<file path="src/rtl/sbuf_pkg.sv">
// Package: shared state encoding for the speculative load buffer.
// Assumes nothing beyond a 2-bit state field per entry.
package sbuf_pkg;
    typedef enum logic [1:0] {
        ST_IDLE       = 2'd0,
        ST_HELD       = 2'd1,
        ST_VALIDATING = 2'd2,
        ST_DONE       = 2'd3
    } ent_state_e;
endpackage

</file>
<file path="src/rtl/sbuf_prio_arb.sv">
// Fixed-priority arbiter: grants the lowest-index requester.
// Assumes the caller gates the grant with the downstream ready.
module sbuf_prio_arb #(
    parameter int N     = 8,
    parameter int IDX_W = $clog2(N)
) (
    input  logic             clk,
    input  logic             rst_n,
    input  logic [N-1:0]     req_i,
    output logic [N-1:0]     gnt_o,
    output logic             any_o,
    output logic [IDX_W-1:0] idx_o
);
    // Pick the lowest set request bit.
    always_comb begin
        gnt_o = '0;
        any_o = 1'b0;
        idx_o = '0;
        for (int k = N - 1; k >= 0; k--) begin
            if (req_i[k]) begin
                gnt_o    = '0;
                gnt_o[k] = 1'b1;
                any_o    = 1'b1;
                idx_o    = IDX_W'(k);
            end
        end
    end

    p_one_grant_r8: assert property (@(posedge clk) disable iff (!rst_n)
        $onehot0(gnt_o) && ((gnt_o & ~req_i) == '0));
endmodule

</file>
<file path="src/rtl/sbuf_entry.sv">
// One buffer entry: holds the invisible-load address and data, then follows
// either the checked path (request, wait, compare) or the uncompared path
// (request, retire-ready on acceptance). Assumes the top decodes IDs and
// that grant_i is only high when this entry's request is accepted.
module sbuf_entry
    import sbuf_pkg::*;
#(
    parameter int ADDR_W = 32,
    parameter int DATA_W = 64
) (
    input  logic              clk,
    input  logic              rst_n,
    input  logic              flush_i,
    input  logic              alloc_i,
    input  logic [ADDR_W-1:0] alloc_addr_i,
    input  logic [DATA_W-1:0] alloc_data_i,
    input  logic              vis_i,
    input  logic              vis_validate_i,
    input  logic              retire_i,
    input  logic              grant_i,
    input  logic              rsp_i,
    input  logic [DATA_W-1:0] rsp_data_i,
    output ent_state_e        state_o,
    output logic              want_o,
    output logic              expose_o,
    output logic [ADDR_W-1:0] addr_o,
    output logic              squash_o
);
    ent_state_e        state_q;
    logic              pend_q;
    logic              chk_q;
    logic [ADDR_W-1:0] addr_q;
    logic [DATA_W-1:0] data_q;
    logic              squash_q;

    // Entry state machine, storage and squash pulse.
    always_ff @(posedge clk) begin
        if (!rst_n) begin
            state_q  <= ST_IDLE;
            pend_q   <= 1'b0;
            chk_q    <= 1'b0;
            addr_q   <= '0;
            data_q   <= '0;
            squash_q <= 1'b0;
        end else begin
            squash_q <= 1'b0;
            if (flush_i) begin
                if (state_q != ST_DONE) begin
                    state_q <= ST_IDLE;
                    pend_q  <= 1'b0;
                end
            end else begin
                case (state_q)
                    ST_IDLE: begin
                        if (alloc_i) begin
                            state_q <= ST_HELD;
                            addr_q  <= alloc_addr_i;
                            data_q  <= alloc_data_i;
                            pend_q  <= 1'b0;
                        end
                    end
                    ST_HELD: begin
                        if (pend_q) begin
                            if (grant_i) begin
                                state_q <= chk_q ? ST_VALIDATING : ST_DONE;
                                pend_q  <= 1'b0;
                            end
                        end else if (vis_i) begin
                            pend_q <= 1'b1;
                            chk_q  <= vis_validate_i;
                        end
                    end
                    ST_VALIDATING: begin
                        if (rsp_i) begin
                            if (rsp_data_i == data_q) begin
                                state_q <= ST_DONE;
                            end else begin
                                state_q  <= ST_IDLE;
                                squash_q <= 1'b1;
                            end
                        end
                    end
                    default: begin
                        if (retire_i) state_q <= ST_IDLE;
                    end
                endcase
            end
        end
    end

    // Drive request and status outputs from held state.
    always_comb begin
        state_o  = state_q;
        want_o   = (state_q == ST_HELD) && pend_q;
        expose_o = !chk_q;
        addr_o   = addr_q;
        squash_o = squash_q;
    end

    p_expose_retire_r4: assert property (@(posedge clk) disable iff (!rst_n)
        (grant_i && !chk_q && !flush_i) |=> (state_q == ST_DONE));
    p_validate_wait_r5: assert property (@(posedge clk) disable iff (!rst_n)
        (grant_i && chk_q && !flush_i) |=> (state_q == ST_VALIDATING));
    p_flush_clear_r9: assert property (@(posedge clk) disable iff (!rst_n)
        (flush_i && state_q != ST_DONE) |=> (state_q == ST_IDLE));
    p_done_hold_r11: assert property (@(posedge clk) disable iff (!rst_n)
        (state_q == ST_DONE && !retire_i) |=> (state_q == ST_DONE));
    p_grant_needs_want_r8: assert property (@(posedge clk) disable iff (!rst_n)
        grant_i |-> want_o);
endmodule

</file>
<file path="src/rtl/spec_load_buf.sv">
// Speculative load buffer: one entry per load ID, fixed-priority access
// to one memory request port, compare-on-response for checked loads.
// Assumes at most one response per cycle and that the pipeline keeps
// IDs unique among live loads.
module spec_load_buf
    import sbuf_pkg::*;
#(
    parameter int NUM_ENTRIES = 8,
    parameter int ADDR_W      = 32,
    parameter int DATA_W      = 64,
    parameter int IDX_W       = $clog2(NUM_ENTRIES)
) (
    input  logic                   clk,
    input  logic                   rst_n,
    input  logic                   flush_i,
    input  logic                   alloc_valid_i,
    input  logic [IDX_W-1:0]       alloc_id_i,
    input  logic [ADDR_W-1:0]      alloc_addr_i,
    input  logic [DATA_W-1:0]      alloc_data_i,
    input  logic                   vis_valid_i,
    input  logic [IDX_W-1:0]       vis_id_i,
    input  logic                   vis_validate_i,
    input  logic                   retire_valid_i,
    input  logic [IDX_W-1:0]       retire_id_i,
    output logic                   mem_req_valid_o,
    input  logic                   mem_req_ready_i,
    output logic [IDX_W-1:0]       mem_req_id_o,
    output logic [ADDR_W-1:0]      mem_req_addr_o,
    output logic                   mem_req_expose_o,
    input  logic                   mem_rsp_valid_i,
    input  logic [IDX_W-1:0]       mem_rsp_id_i,
    input  logic [DATA_W-1:0]      mem_rsp_data_i,
    output logic [NUM_ENTRIES-1:0] retire_ready_o,
    output logic                   squash_valid_o,
    output logic [IDX_W-1:0]       squash_id_o
);
    logic [NUM_ENTRIES-1:0] want_vec;
    logic [NUM_ENTRIES-1:0] gnt_vec;
    logic [NUM_ENTRIES-1:0] expose_vec;
    logic [NUM_ENTRIES-1:0] squash_vec;
    logic [ADDR_W-1:0]      ent_addr [NUM_ENTRIES];
    ent_state_e             ent_state [NUM_ENTRIES];
    logic                   arb_any;
    logic [IDX_W-1:0]       arb_idx;

    sbuf_prio_arb #(.N(NUM_ENTRIES), .IDX_W(IDX_W)) u_arb (
        .clk   (clk),
        .rst_n (rst_n),
        .req_i (want_vec),
        .gnt_o (gnt_vec),
        .any_o (arb_any),
        .idx_o (arb_idx)
    );

    for (genvar i = 0; i < NUM_ENTRIES; i++) begin : g_ent
        localparam logic [IDX_W-1:0] MY_ID = IDX_W'(i);
        logic accept;
        assign accept = gnt_vec[i] && mem_req_ready_i && !flush_i;

        sbuf_entry #(.ADDR_W(ADDR_W), .DATA_W(DATA_W)) u_ent (
            .clk            (clk),
            .rst_n          (rst_n),
            .flush_i        (flush_i),
            .alloc_i        (alloc_valid_i && alloc_id_i == MY_ID),
            .alloc_addr_i   (alloc_addr_i),
            .alloc_data_i   (alloc_data_i),
            .vis_i          (vis_valid_i && vis_id_i == MY_ID),
            .vis_validate_i (vis_validate_i),
            .retire_i       (retire_valid_i && retire_id_i == MY_ID),
            .grant_i        (accept),
            .rsp_i          (mem_rsp_valid_i && mem_rsp_id_i == MY_ID),
            .rsp_data_i     (mem_rsp_data_i),
            .state_o        (ent_state[i]),
            .want_o         (want_vec[i]),
            .expose_o       (expose_vec[i]),
            .addr_o         (ent_addr[i]),
            .squash_o       (squash_vec[i])
        );
        assign retire_ready_o[i] = (ent_state[i] == ST_DONE);
    end

    // Memory request port: granted entry, held off during a flush.
    always_comb begin
        mem_req_valid_o  = arb_any && !flush_i;
        mem_req_id_o     = arb_idx;
        mem_req_addr_o   = ent_addr[arb_idx];
        mem_req_expose_o = expose_vec[arb_idx];
    end

    // Encode the squashing entry's ID.
    always_comb begin
        squash_valid_o = |squash_vec;
        squash_id_o    = '0;
        for (int k = 0; k < NUM_ENTRIES; k++) begin
            if (squash_vec[k]) squash_id_o = IDX_W'(k);
        end
    end

    p_squash_single_r7: assert property (@(posedge clk) disable iff (!rst_n)
        $onehot0(squash_vec));
    p_squash_pulse_r7: assert property (@(posedge clk) disable iff (!rst_n)
        (squash_valid_o && !mem_rsp_valid_i) |=> !squash_valid_o);
endmodule

</file>
<file path="config.mk">
export PLATFORM = sky130hd
export DESIGN_NAME = spec_load_buf
export DESIGN_NICKNAME = d
export VERILOG_FILES = /design/src/rtl/sbuf_pkg.sv /design/src/rtl/sbuf_prio_arb.sv /design/src/rtl/sbuf_entry.sv /design/src/rtl/spec_load_buf.sv
export SDC_FILE = /design/constraint.sdc
export NUM_CORES = 2
export LEC_CHECK = 0
export ABC_AREA = 1
export CAP_MARGIN = 20
export CORE_MARGIN = 4
export CORE_UTILIZATION = 40
export CTS_BUF_LIST = sky130_fd_sc_hd__clkbuf_8
export CTS_CLUSTER_DIAMETER = 60
export DETAILED_ROUTE_END_ITERATION = 10
export DONT_BUFFER_PORTS = 1
export RECOVER_POWER = 25
export SETUP_SLACK_MARGIN = 0.05
export SLEW_MARGIN = 20
export SYNTH_ARGS = -nofsm -noshare
export SYNTH_HDL_FRONTEND = slang
export SYNTH_SLANG_ARGS = --single-unit
</file>
<file path="constraint.sdc">
create_clock -name clk -period 4.6 [get_ports clk]
set_input_delay 0.23 -clock clk [delete_from_list [all_inputs] [get_ports clk]]
set_output_delay 0.23 -clock clk [all_outputs]
set_load 0.1 [all_outputs]
</file>
==> out/summary.log <==
[worst_setup_path] worst reg2reg startpoint g_ent[0].u_ent.data_q[12]
[yosys] synth cell count leaders sky130_fd_sc_hd__nand2_1 (956), sky130_fd_sc_hd__dfxtp_1 (808), sky130_fd_sc_hd__o21ai_0 (775)
[min_path] worst hold start alloc_id_i[1]
[global_routing] number of antenna violations at the first check in global routing 11
[cts] cell at the root of the clock tree sky130_fd_sc_hd__clkbuf_8
[yosys] distinct cell type count after synthesis 40
[yosys] combinational family with the most area after synthesis compound AO/OA/AOI/OAI gates
[min_path] worst min-delay path category in -> reg
[worst_setup_path] highest cell delay on the worst timing path 0.69 ns
[global_routing] total congestion overflow after global routing 0
[yosys] portion of netlist area occupied by mux cells 0%
[routing] overall routed net length 127.4 mm
[yosys] Yosys top cell area share 41.19%
[floorplanning] area of the die 103200 µm²
[yosys] parity-gate share of the synthesized area counting xor and xnor cells 7.048%
[yosys] number of enable-type register cells in the synthesized netlist 0
[sta] unrepaired setup endpoints after global routing false
[pwr] standby leakage power 18.76 nW
[pwr] Total Power Consumption 16.20 mW
[yosys] adder-cell share of the synthesized area 1.020%
[pwr] P per Cell Area 342.2 nW/µm²
[final_layout] Layout area overhead 20.61%
[worst_setup_path] Worst Setup SP g_ent[0].u_ent.data_q[12]
[routing] DRT antenna net count 0
[final_layout] share of cells above drive strength 1 5.326%
[sta] final clock period utilization by the worst path 93.61%
[cts] number of clock sinks seen by CTS 808
[sta] worst slew pin tran 1.892 ns
[final_layout] Fill cells 9686
[outcome] violated checks max-capacitance violations, max-slew violations
[sta] worst rel slew slack -26.13%
[worst_setup_path] type of element launching the critical path flop
[yosys] number of instances in the synthesized netlist 5689
[run] max-capacitance violation count 5
[worst_setup_path] critical path's slowest cell sky130_fd_sc_hd__dlygate4sd3_1
[global_routing] total global routing track utilization 24.01%
[sta] Max Fclk 0.2322 GHz
[yosys] most numerous cell in the Yosys netlist sky130_fd_sc_hd__nand2_1
[routing] number of design rule violations left after detail routing 0
[worst_setup_path] count of buffer and inverter cells on the critical path 5
[placement] gpl congestion 0.8599
[floorplanning] # IOs 230
[final_layout] sequential cell area in the final layout 16180 µm²
[worst_setup_path] signal arrival time at the worst endpoint 4.99 ns
[worst_setup_path] worst-path maximum fanout 2
[yosys] Top FF cell, synth sky130_fd_sc_hd__dfxtp_1
[routing] per-cell routed wire length 17.34 µm
[yosys] synthesized area 39270 µm²
[yosys] share of flip-flops with an asynchronous set or reset 0%
[yosys] synthesized-area fraction occupied by ao, oa, aoi and oai cells 21.02%
[yosys] largest area contributor in the synthesized netlist sky130_fd_sc_hd__dfxtp_1
[global_routing] vias in the first global route 35.29k
[sta] setup slack after layout 0.2940 ns
[placement] placement-stage cell area 39900 µm²
[cts] depth of the CTS H-tree 4
[floorplanning] die width 321.3 µm
[placement] port buffer count 0
[sta] Min Clock Period, post-route 4.306 ns
[sta] clock tree skew after final layout 0.03539 ns
[routing] Via Count 37.44k
[placement] post-place setup slack 1.036 ns
[floorplanning] Initial Utilization 40.48%
[sta] Final Setup Violations 0
[routing] Detailed Routing Iterations Pass 1 6
[routing] number of DRC markers in iteration 0 2787
[floorplanning] core region area 96990 µm²
[floorplanning] number of placement rows 114
[final_layout] area of the multi-input gates 19260 µm²
[final_layout] Layout Cell Area excl Fill 47360 µm²
[worst_setup_path] class of the most critical setup path reg -> reg
[cts] maximum buffer depth of the clock tree 3
[final_layout] number of cells in the finished layout apart from fillers 7349
[outcome] outcome finished, violations left
[worst_setup_path] most used cell along the critical path sky130_fd_sc_hd__dlygate4sd3_1
[cts] register clock-pin slew on the reported worst setup and hold paths 0.06 ns
[worst_setup_path] CP endpoint kind flop
[global_routing] first-pass GRT wire length 199.7 mm
[yosys] largest cells by area after synthesis sky130_fd_sc_hd__dfxtp_1 (41%), sky130_fd_sc_hd__o21ai_0 (9.9%), sky130_fd_sc_hd__nand2_1 (9.1%)
[yosys] Avg Synthesized Cell Area 6.902 µm²
[yosys] Post-Synth Simple-Gate Area 19.76%
[routing] vias per cell 5.095
[worst_setup_path] critical-path cell list xnor2_1 -> nand4_1 -> dlygate4sd3_1 -> nor2_1 -> dlygate4sd3_1 -> nand2_1 -> dlygate4sd3_1 -> nor2_1 -> dlygate4sd3_1 -> a21oi_1 -> dlygate4sd3_1
[placement] placed wire-length estimate after detailed placement 73.40 mm
[cts] # Post-CTS Setup Buffers 0
[sta] final hold violation count 0
[final_layout] number of nets in the finished design 6175
[worst_setup_path] worst path required time 5.29 ns
[cts] Worst-Skew Late Latency 0.81 ns
[pwr] peak ir drop on the vdd network 0.2685 mV
[floorplanning] Die Ht 321.3 µm
[cts] clock tree from TritonCTS built
[worst_setup_path] cell class contributing the biggest share of worst-path delay buffers and inverters
[yosys] Post-Synthesis Net Count 5902
[yosys] flip-flop and latch count after synthesis 808
[yosys] share of the yosys chip area belonging to registers 41.19%
[yosys] synthesis warning total 0
[placement] Cells after DPL 6634
[sta] max-slew violation total from the final report 302
[sta] Fin Setup TNS 0 ns
[cts] TritonCTS buffer count 143
[global_routing] pin count of the biggest net entering global routing 386
[per-stage QoR]
stage | hold WS, ns | util (%)
floorplan | 0.3649 | -
global placement | 0.3676 | 41.14
detailed placement | 0.3723 | 41.14
CTS | 0.0004469 | 48.81
global route | 0.05122 | 48.82
finish | 0.05343 | 48.83
[path summary, 6_finish.rpt]
check                                                end  slack (ns)  cells past startpoint
worst min register to register  g_ent[0].u_ent.data_q[4]        0.45                      2
worst min-delay path               g_ent[5].u_ent.pend_q        0.05                      5
worst max-delay path             g_ent[0].u_ent.squash_o        0.29                     11
worst max register to register   g_ent[0].u_ent.squash_o        0.29                     11
[cell families (layout without fill, tap and decap cells)]
kind of cell | Yosys count | in the layout
flops | 808 | 808
buf+inv | 988 | 1364
xor+xnor | 316 | 316
simple gates | 1947 | 1947
other cells | 0 | 8
fa+ha+maj | 32 | 32
compound gates | 1598 | 1598
[what timing repair did]
action,in CTS,in global routing
hold buffers,457,0
endpoints found under the setup margin,0,19
gates resized for setup,0,1
hold endpoints to repair,808,0
[worst min-delay path, cell delays in order]
cell                      delay [ns]
sky130_fd_sc_hd__nor2_1         0.04
sky130_fd_sc_hd__nand2_1        0.12
sky130_fd_sc_hd__a22oi_1        0.11
sky130_fd_sc_hd__o21a_1         0.13
sky130_fd_sc_hd__a31oi_1        0.18
[cells in the final DEF (no fill, tap or decap), types with 5 or more instances in the layout]
master                          Yosys  layout
sky130_fd_sc_hd__a21oi_1          699     698
sky130_fd_sc_hd__a21oi_2           26      26
sky130_fd_sc_hd__buf_12             0       8
sky130_fd_sc_hd__buf_4              4      54
sky130_fd_sc_hd__clkbuf_1         265       7
sky130_fd_sc_hd__clkbuf_8           0     181
sky130_fd_sc_hd__clkinv_2           0      14
sky130_fd_sc_hd__clkinvlp_4         0       6
sky130_fd_sc_hd__dfxtp_1          808     808
sky130_fd_sc_hd__diode_2            0       8
sky130_fd_sc_hd__dlygate4sd3_1      0     454
sky130_fd_sc_hd__ha_1              32      32
sky130_fd_sc_hd__inv_1            579     620
sky130_fd_sc_hd__inv_6              0       5
sky130_fd_sc_hd__nand2_1          956     954
sky130_fd_sc_hd__nand3_1          184     183
sky130_fd_sc_hd__nand4_1           71      71
sky130_fd_sc_hd__nor2_1           712     707
sky130_fd_sc_hd__nor3_1            19      19
sky130_fd_sc_hd__o21a_1            34      34
sky130_fd_sc_hd__o21ai_0          775     774
sky130_fd_sc_hd__o21ai_1           40      40
sky130_fd_sc_hd__xnor2_1          220     220
sky130_fd_sc_hd__xor2_1            96      96
[power by group]
part	internal [mW]	switching [mW]
sequential	7.20	0.114
combinational	0.791	1.45
clock	3.57	3.08
[metal layers]
layer / vias to the layer above / wire, µm / global-route usage (%) / part of all wire (%)
li1: 18830 / - / - / -
met1: 17360 / 57090 / 31.73 / 45
met2: 1032 / 59710 / 40.17 / 47
met3: 215 / 7230 / 3.907 / 5.7
met4: 6 / 3378 / 7.765 / 2.7
met5: - / 27 / 0 / 0.021
[layout make-up]
type | count | area share [%]
flip-flops and latches | 808 | 34.15
clock inverters | 67 | 0.6843
clock buffers | 181 | 5.260
well taps | 1276 | 3.371
repair buffers | 530 | 11.12
inverters | 586 | 4.695
diodes | 8 | 0.04227
multi-input cells | 3893 | 40.67
[flip-flops by register name (all words and copies together), names as in the netlist]
signal,count
g_ent.u_ent.addr_o,256
g_ent.u_ent.chk_q,8
g_ent.u_ent.data_q,512
g_ent.u_ent.pend_q,8
g_ent.u_ent.squash_o,8
g_ent.u_ent.state_o,16
No activity file was read; power rests on OpenSTA's default activity.
